## config.mk

```make
export PLATFORM = sky130hd
export DESIGN_NAME = rxring_mgr
export DESIGN_NICKNAME = d
export VERILOG_FILES = /design/src/rtl/rxring_pkg.sv /design/src/rtl/rxring_pgstep.sv /design/src/rtl/rxring_regs.sv /design/src/rtl/rxring_ctrl.sv /design/src/rtl/rxring_mgr.sv
export SDC_FILE = /design/constraint.sdc
export NUM_CORES = 1
export LEC_CHECK = 0
export BUFFER_PORTS_ARGS = -buffer_cell sky130_fd_sc_hd__buf_2
export CAP_MARGIN = 10
export CORE_MARGIN = 2
export CORE_UTILIZATION = 25
export DETAILED_ROUTE_END_ITERATION = 8
export SKIP_LAST_GASP = 1
export SLEW_MARGIN = 10
export SYNTH_ARGS = -nofsm -noshare
export SYNTH_HDL_FRONTEND = slang
export SYNTH_HIERARCHICAL = 1
export SYNTH_SLANG_ARGS = --single-unit
export TNS_END_PERCENT = 20
```

## constraint.sdc

```tcl
create_clock -name clk -period 7.3 [get_ports clk]
set_input_delay 1.46 -clock clk [delete_from_list [all_inputs] [get_ports clk]]
set_output_delay 1.46 -clock clk [all_outputs]
set_load 0.05 [all_outputs]
```

## src/rtl/rxring_pkg.sv

```systemverilog
package rxring_pkg;
  localparam int BYTE_W    = 8;
  localparam int LEN_W     = 2 * BYTE_W;
  localparam int HDR_BYTES = 4;
  localparam int HC_W      = $clog2(HDR_BYTES);

  // status byte bit positions (decoded by the host)
  localparam int STB_OK    = 0;
  localparam int STB_CRC   = 1;
  localparam int STB_ALIGN = 2;
  localparam int STB_MISS  = 4;

  // register indices
  localparam logic [2:0] RG_FIRST = 3'd0;
  localparam logic [2:0] RG_LIMIT = 3'd1;
  localparam logic [2:0] RG_BND   = 3'd2;
  localparam logic [2:0] RG_CUR   = 3'd3;
  localparam logic [2:0] RG_CFG   = 3'd4;
  localparam logic [2:0] RG_FLAG  = 3'd5;
  localparam logic [2:0] RG_STAT  = 3'd6;

  typedef enum logic {ST_BODY, ST_HDR} rx_state_e;
endpackage

```

## src/rtl/rxring_pgstep.sv

```systemverilog
module rxring_pgstep
  import rxring_pkg::*;
(
  input  logic [BYTE_W-1:0] first_pg,
  input  logic [BYTE_W-1:0] limit_pg,
  input  logic [BYTE_W-1:0] pg_in,
  output logic [BYTE_W-1:0] pg_out
);
  logic [BYTE_W-1:0] inc;
  always_comb begin
    inc    = pg_in + 1'b1;
    pg_out = (inc == limit_pg) ? first_pg : inc;
  end
endmodule

```

## src/rtl/rxring_regs.sv

```systemverilog
module rxring_regs
  import rxring_pkg::*;
#(
  parameter logic [BYTE_W-1:0] FIRST_RST = 8'h40,
  parameter logic [BYTE_W-1:0] LIMIT_RST = 8'h60
) (
  input  logic              clk,
  input  logic              rst_n,
  input  logic              reg_we,
  input  logic [2:0]        reg_addr,
  input  logic [BYTE_W-1:0] reg_wdata,
  output logic [BYTE_W-1:0] reg_rdata,
  input  logic              cur_load,
  input  logic [BYTE_W-1:0] cur_next,
  input  logic              ovw_evt,
  input  logic              stat_we,
  input  logic [BYTE_W-1:0] stat_val,
  output logic [BYTE_W-1:0] first_pg,
  output logic [BYTE_W-1:0] limit_pg,
  output logic [BYTE_W-1:0] bnd_pg,
  output logic [BYTE_W-1:0] cur_pg,
  output logic              keep_err,
  output logic              mon_en,
  output logic              ovw_flag,
  output logic              rst_flag
);
  localparam logic [BYTE_W-1:0] CUR_RST = FIRST_RST + 1'b1;
  logic [BYTE_W-1:0] stat_q;
  logic wr_first, wr_limit, wr_bnd, wr_cur, wr_cfg, wr_flag;

  always_comb begin
    wr_first = reg_we && reg_addr == RG_FIRST;
    wr_limit = reg_we && reg_addr == RG_LIMIT;
    wr_bnd   = reg_we && reg_addr == RG_BND;
    wr_cur   = reg_we && reg_addr == RG_CUR;
    wr_cfg   = reg_we && reg_addr == RG_CFG;
    wr_flag  = reg_we && reg_addr == RG_FLAG;
  end

  always_ff @(posedge clk) begin
    if (!rst_n) begin
      first_pg <= FIRST_RST;
      limit_pg <= LIMIT_RST;
      bnd_pg   <= FIRST_RST;
      cur_pg   <= CUR_RST;
      keep_err <= 1'b0;
      mon_en   <= 1'b0;
      ovw_flag <= 1'b0;
      rst_flag <= 1'b0;
      stat_q   <= '0;
    end else begin
      if (wr_first) first_pg <= reg_wdata;
      if (wr_limit) limit_pg <= reg_wdata;
      if (wr_bnd)   bnd_pg   <= reg_wdata;
      if (cur_load)    cur_pg <= cur_next;
      else if (wr_cur) cur_pg <= reg_wdata;
      if (wr_cfg) begin
        keep_err <= reg_wdata[0];
        mon_en   <= reg_wdata[1];
      end
      if (ovw_evt)                     ovw_flag <= 1'b1;
      else if (wr_flag && reg_wdata[0]) ovw_flag <= 1'b0;
      if (ovw_evt)                          rst_flag <= 1'b1;
      else if (wr_bnd && reg_wdata != bnd_pg) rst_flag <= 1'b0;
      if (stat_we) stat_q <= stat_val;
    end
  end

  always_comb begin
    case (reg_addr)
      RG_FIRST: reg_rdata = first_pg;
      RG_LIMIT: reg_rdata = limit_pg;
      RG_BND:   reg_rdata = bnd_pg;
      RG_CUR:   reg_rdata = cur_pg;
      RG_CFG:   reg_rdata = {6'd0, mon_en, keep_err};
      RG_FLAG:  reg_rdata = {6'd0, rst_flag, ovw_flag};
      RG_STAT:  reg_rdata = stat_q;
      default:  reg_rdata = '0;
    endcase
  end
endmodule

```

## src/rtl/rxring_ctrl.sv

```systemverilog
module rxring_ctrl
  import rxring_pkg::*;
#(
  parameter int OFF_W = 8
) (
  input  logic                    clk,
  input  logic                    rst_n,
  input  logic                    in_valid,
  output logic                    in_ready,
  input  logic [BYTE_W-1:0]       in_data,
  input  logic                    in_first,
  input  logic                    in_last,
  input  logic                    in_crc_err,
  input  logic                    in_align_err,
  input  logic [BYTE_W-1:0]       first_pg,
  input  logic [BYTE_W-1:0]       limit_pg,
  input  logic [BYTE_W-1:0]       bnd_pg,
  input  logic [BYTE_W-1:0]       cur_pg,
  input  logic                    keep_err,
  input  logic                    mon_en,
  output logic                    mem_we,
  output logic [BYTE_W+OFF_W-1:0] mem_addr,
  output logic [BYTE_W-1:0]       mem_wdata,
  output logic                    cur_load,
  output logic [BYTE_W-1:0]       cur_next,
  output logic                    ovw_evt,
  output logic                    stat_we,
  output logic [BYTE_W-1:0]       stat_val
);
  localparam int AW = BYTE_W + OFF_W;
  localparam logic [OFF_W-1:0] OFF_MAX = '1;
  localparam logic [HC_W-1:0]  HC_LAST = HC_W'(HDR_BYTES - 1);

  rx_state_e         state_q;
  logic              open_q, drop_q;
  logic [AW-1:0]     wptr_q;
  logic [LEN_W-1:0]  len_q, hlen_q;
  logic [HC_W-1:0]   hcnt_q;
  logic [BYTE_W-1:0] hstat_q, hnext_q;

  logic [AW-1:0]     byte_addr, next_addr;
  logic [BYTE_W-1:0] byte_pg, pg_nx;
  logic [LEN_W-1:0]  len_now;
  logic acc, drop_cur, hit_bnd, ovw_now, wr_pay, frame_ovw, good, commit;

  rxring_pgstep u_step (.first_pg(first_pg), .limit_pg(limit_pg), .pg_in(byte_pg), .pg_out(pg_nx));

  always_comb begin
    in_ready  = (state_q == ST_BODY);
    byte_addr = in_first ? {cur_pg, OFF_W'(HDR_BYTES)} : wptr_q;
    byte_pg   = byte_addr[AW-1:OFF_W];
    next_addr = (byte_addr[OFF_W-1:0] == OFF_MAX) ? {pg_nx, {OFF_W{1'b0}}} : byte_addr + 1'b1;
    acc       = in_valid && in_ready && (in_first || open_q);
    drop_cur  = in_first ? 1'b0 : drop_q;
    hit_bnd   = (byte_pg == bnd_pg);
    ovw_now   = acc && !mon_en && !drop_cur && hit_bnd;
    wr_pay    = acc && !mon_en && !drop_cur && !hit_bnd;
    frame_ovw = drop_cur || ovw_now;
    len_now   = (in_first ? '0 : len_q) + 1'b1;
    good      = !in_crc_err && !in_align_err;
    commit    = acc && in_last && !mon_en && !frame_ovw && (good || keep_err);
    stat_val  = '0;
    stat_val[STB_MISS]  = mon_en || frame_ovw;
    stat_val[STB_OK]    = good && !(mon_en || frame_ovw);
    stat_val[STB_CRC]   = in_crc_err;
    stat_val[STB_ALIGN] = in_align_err;
    stat_we   = acc && in_last;
    ovw_evt   = ovw_now;
    cur_load  = (state_q == ST_HDR) && (hcnt_q == HC_LAST);
    cur_next  = hnext_q;
  end

  always_comb begin
    if (state_q == ST_HDR) begin
      mem_we   = 1'b1;
      mem_addr = {cur_pg, OFF_W'(hcnt_q)};
      case (hcnt_q)
        2'd0:    mem_wdata = hstat_q;
        2'd1:    mem_wdata = hnext_q;
        2'd2:    mem_wdata = hlen_q[BYTE_W-1:0];
        default: mem_wdata = hlen_q[LEN_W-1:BYTE_W];
      endcase
    end else begin
      mem_we    = wr_pay;
      mem_addr  = byte_addr;
      mem_wdata = in_data;
    end
  end

  always_ff @(posedge clk) begin
    if (!rst_n) begin
      state_q <= ST_BODY;
      open_q  <= 1'b0;
      drop_q  <= 1'b0;
      wptr_q  <= '0;
      len_q   <= '0;
      hcnt_q  <= '0;
      hstat_q <= '0;
      hnext_q <= '0;
      hlen_q  <= '0;
    end else if (state_q == ST_HDR) begin
      hcnt_q <= hcnt_q + 1'b1;
      if (hcnt_q == HC_LAST) state_q <= ST_BODY;
    end else if (acc) begin
      wptr_q <= next_addr;
      len_q  <= len_now;
      drop_q <= frame_ovw;
      open_q <= !in_last;
      if (commit) begin
        state_q <= ST_HDR;
        hcnt_q  <= '0;
        hstat_q <= stat_val;
        hnext_q <= pg_nx;
        hlen_q  <= len_now + LEN_W'(HDR_BYTES);
      end
    end
  end
endmodule

```

## src/rtl/rxring_mgr.sv

```systemverilog
module rxring_mgr
  import rxring_pkg::*;
#(
  parameter int                OFF_W     = 8,
  parameter logic [BYTE_W-1:0] FIRST_RST = 8'h40,
  parameter logic [BYTE_W-1:0] LIMIT_RST = 8'h60
) (
  input  logic                    clk,
  input  logic                    rst_n,
  input  logic                    in_valid,
  output logic                    in_ready,
  input  logic [BYTE_W-1:0]       in_data,
  input  logic                    in_first,
  input  logic                    in_last,
  input  logic                    in_crc_err,
  input  logic                    in_align_err,
  output logic                    mem_we,
  output logic [BYTE_W+OFF_W-1:0] mem_addr,
  output logic [BYTE_W-1:0]       mem_wdata,
  input  logic                    reg_we,
  input  logic [2:0]              reg_addr,
  input  logic [BYTE_W-1:0]       reg_wdata,
  output logic [BYTE_W-1:0]       reg_rdata
);
  logic [BYTE_W-1:0] first_pg, limit_pg, bnd_pg, cur_pg, cur_next, stat_val;
  logic keep_err, mon_en, ovw_flag, rst_flag, cur_load, ovw_evt, stat_we;

  rxring_regs #(.FIRST_RST(FIRST_RST), .LIMIT_RST(LIMIT_RST)) u_regs (
    .clk(clk), .rst_n(rst_n), .reg_we(reg_we), .reg_addr(reg_addr),
    .reg_wdata(reg_wdata), .reg_rdata(reg_rdata), .cur_load(cur_load),
    .cur_next(cur_next), .ovw_evt(ovw_evt), .stat_we(stat_we), .stat_val(stat_val),
    .first_pg(first_pg), .limit_pg(limit_pg), .bnd_pg(bnd_pg), .cur_pg(cur_pg),
    .keep_err(keep_err), .mon_en(mon_en), .ovw_flag(ovw_flag), .rst_flag(rst_flag)
  );

  rxring_ctrl #(.OFF_W(OFF_W)) u_ctrl (
    .clk(clk), .rst_n(rst_n), .in_valid(in_valid), .in_ready(in_ready),
    .in_data(in_data), .in_first(in_first), .in_last(in_last),
    .in_crc_err(in_crc_err), .in_align_err(in_align_err),
    .first_pg(first_pg), .limit_pg(limit_pg), .bnd_pg(bnd_pg), .cur_pg(cur_pg),
    .keep_err(keep_err), .mon_en(mon_en), .mem_we(mem_we), .mem_addr(mem_addr),
    .mem_wdata(mem_wdata), .cur_load(cur_load), .cur_next(cur_next),
    .ovw_evt(ovw_evt), .stat_we(stat_we), .stat_val(stat_val)
  );
endmodule

```

==> run_results.csv <==
group,metric,value,unit
flow_run,cap_violations,0,
min_path,min_path_type,"reg2reg",
logic_synthesis,ys_ff_latch,109,
power_and_ir_drop,ir_drop,108.9,uV
placement,postPlaceCellArea,7292,um^2
logic_synthesis,syn-cell-area,6899,um^2
placement,place.gp.congestion,0.8795,
layout,n_antenna_cell,0,
clocking,cts.htree.levels,3,
detailed_routing,num_vias,5808,
floorplanning,rows,60,
floorplanning,die_y,170.1,um
floorplanning,core,27030,um^2
logic_synthesis,synth_top_area_share,31.63,%
sta,min_period,5564,ps
clocking,post_cts_buffers,0,
sta,tns,0,ps
clocking,cts_hold_buf,0,
critical_path,reg2regPathDepth,11,
critical_path,critPathKind,"in2out",
logic_synthesis,synthFlopType,"dfxtp_1",
critical_path,startpoint_type,"input port",
floorplanning,ioPinCount,61,
min_path,holdPathStages,2,
detailed_routing,first_iter_violations,421,
detailed_routing,drc_errors,0,
detailed_routing,routedWlPerCell,16.56,um
critical_path,crit_arrival,4100,ps
logic_synthesis,yosysTopAreaCell,"dfxtp_1",
layout,syn2layout_area_growth,10.52,%
clocking,cts_buffers,9,
detailed_routing,antenna_left,0,
sta,slew_viol_final,0,
global_route,antenna_found_initial,0,
global_route,grt_pass1_wl,30660,um
global_route,grt_max_degree,57,
logic_synthesis,ys_types,79,
power_and_ir_drop,cellLeakagePower,0.002770,uW
clocking,clk_path_buf_depth,2,
logic_synthesis,yosysWarnings,6,
clocking,clk_pin_slew,70,ps
detailed_routing,wl,19370,um
sta,rsz0062_at_grt,"no",
global_route,track_usage,13.57,%
layout,final_common_cell,"nand2_1",
global_route,first_global_vias,5392,
critical_path,end_kind,"primary output",
floorplanning,fp.dieArea,28940,um^2
layout,final_nets,860,
placement,portBuffers,60,
layout,final_area,7625,um^2
clocking,clock_latency,360,ps
sta,slew_headroom,32.51,%
critical_path,rr_endpoint,"u_ctrl/wptr_q[11]$_SDFFE_PN0P_",
status,outcome,"complete, no violations",
layout,drive_above_1_share,17.73,%
logic_synthesis,syn_area_per_cell,8.581,um^2
logic_synthesis,synth_edf_count,0,
detailed_routing,drt-pass1-iter-count,6,
clocking,cts_resized,0,
sta,fmax,179.7,MHz
layout,fillerInstances,2896,
sta,setup_violations,0,
sta,fin_skew,10.06,ps
min_path,hold_path_end,"u_ctrl/wptr_q[14]$_SDFFE_PN0P_",
layout,final_cell_mix,"113 x nand2_1, 109 x dfxtp_1, 60 x buf_2",
floorplanning,die_w,170.1,um
logic_synthesis,syn_inst,804,
sta,worst_slew_pin_slew,1012,ps
logic_synthesis,ys_seq_area_share,31.63,%
global_route,grt_overflow_total,0,
logic_synthesis,synthArstFlopShare,0,%
critical_path,worstPathMaxFanout,45,
clocking,cts.sink_count,109,
critical_path,reg2reg_from,"u_regs/cur_pg[1]$_SDFFE_PN0P_",
critical_path,rrSetupSlack,3930,ps
detailed_routing,routed_via_density,4.964,
clocking,cts_tree,"built",
layout,seq_area,2182,um^2
placement,hpwl,14220,um
critical_path,worstPathRequired,5840,ps
power_and_ir_drop,pwr_density_cell,179.5,nW/um^2
floorplanning,initial_core_util,25.53,%
layout,multi_input_area,4244,um^2
clocking,clock-root-buffer,"clkbuf_16",
sta,hold_viol_final,0,
sta,min_period_over_period,76.22,%
logic_synthesis,ys_top_cells_by_area,"dfxtp_1 32%, mux2i_1 7.1%, nand2_1 6.1%",
min_path,worstHoldStart,"u_ctrl/wptr_q[14]$_SDFFE_PN0P_",
-- registers in the layout (all words and copies together) (netlist names), 2 cells and up --
name / count
u_ctrl/hlen_q: 16
u_regs/cur_pg: 8
u_ctrl/hcnt_q: 2
u_regs/bnd_pg: 8
u_ctrl/hstat_q: 4
u_ctrl/len_q: 16
u_ctrl/cur_next: 8
u_ctrl/wptr_q: 16
u_regs/limit_pg: 8
u_regs/first_pg: 8
u_regs/stat_q: 8
-- cell families after synthesis --
kind of cell	synth area share [%]
compound gates	16.36
xor+xnor	6.420
fa+ha+maj	1.632
buf+inv	7.164
flops	31.63
mux	14.45
other cells	0.05435
simple gates	22.29
-- power breakdown --
group | internal (uW) | leakage, uW | switching, uW | total, uW
logic | 64.9 | 0.00173 | 130 | 195
registers | 609 | 0.000883 | 15.6 | 624
clock network | 314 | 0.000160 | 236 | 549
-- how the worst max path moves through the flow --
stage	startpoint	to	cells after the start
2_1_floorplan	in_first	mem_we	6
3_3_place_gp	in_first	mem_we	7
3_5_place_dp	in_first	mem_we	7
4_1_cts	in_first	mem_we	7
5_1_grt	in_first	mem_we	7
6_report	in_first	mem_we	7
-- routing by layer --
metal  wire length [um]  vias to the layer above  part of all wire (%)  global-route usage [%]
met3               1017                       31                   5.3                   2.186
met1               9156                     2741                    47                   18.62
li1                   -                     2882                     -                       -
met5                  0                        -                     0                       0
met4                591                        0                   3.1                   5.983
met2               8603                      154                    44                   20.94
-- final cells by class --
type | instances | share of cell area, %
Inverter | 27 | 1.329
Timing Repair Buffer | 65 | 4.431
Tap cell | 341 | 5.596
Multi-Input combinational cell | 612 | 55.66
Clock inverter | 6 | 1.231
Clock buffer | 10 | 3.134
Sequential cell | 109 | 28.62
-- critical path: stages --
cell     delay [ps]
buf_2           700
mux2_2          510
xor2_1          180
nor4_2          560
nand2_1         170
a31o_2          300
buf_2           210
-- per-stage QoR --
| stage | instances | setup WS [ps] | utilization (%) | hold WS [ps] | power, uW |
|---|---|---|---|---|---|
| 6_report | 1170 | 1736 | 28.21 | 455.8 | 1369 |
| 5_1_grt | 1170 | 1504 | 28.21 | 484.0 | 1421 |
| 3_5_place_dp | 1154 | 1746 | 26.98 | 447.5 | 831.8 |
| 2_1_floorplan | 807 | 2739 | - | 431.3 | 784.2 |
| 3_3_place_gp | 1154 | 1797 | 26.98 | 440.3 | 830.3 |
| 4_1_cts | 1170 | 1738 | 28.21 | 458.3 | 1381 |
-- cells in the mapped netlist (all sizes together), types with 25 or more instances --
cell type / instances
nand2: 113
clkbuf: 36
inv: 26
nor2b: 26
xor2: 25
mux2: 29
dfxtp: 109
o21ai: 39
a21oi: 50
nor2: 50
mux2i: 49
(Power assumes the default switching activity.)
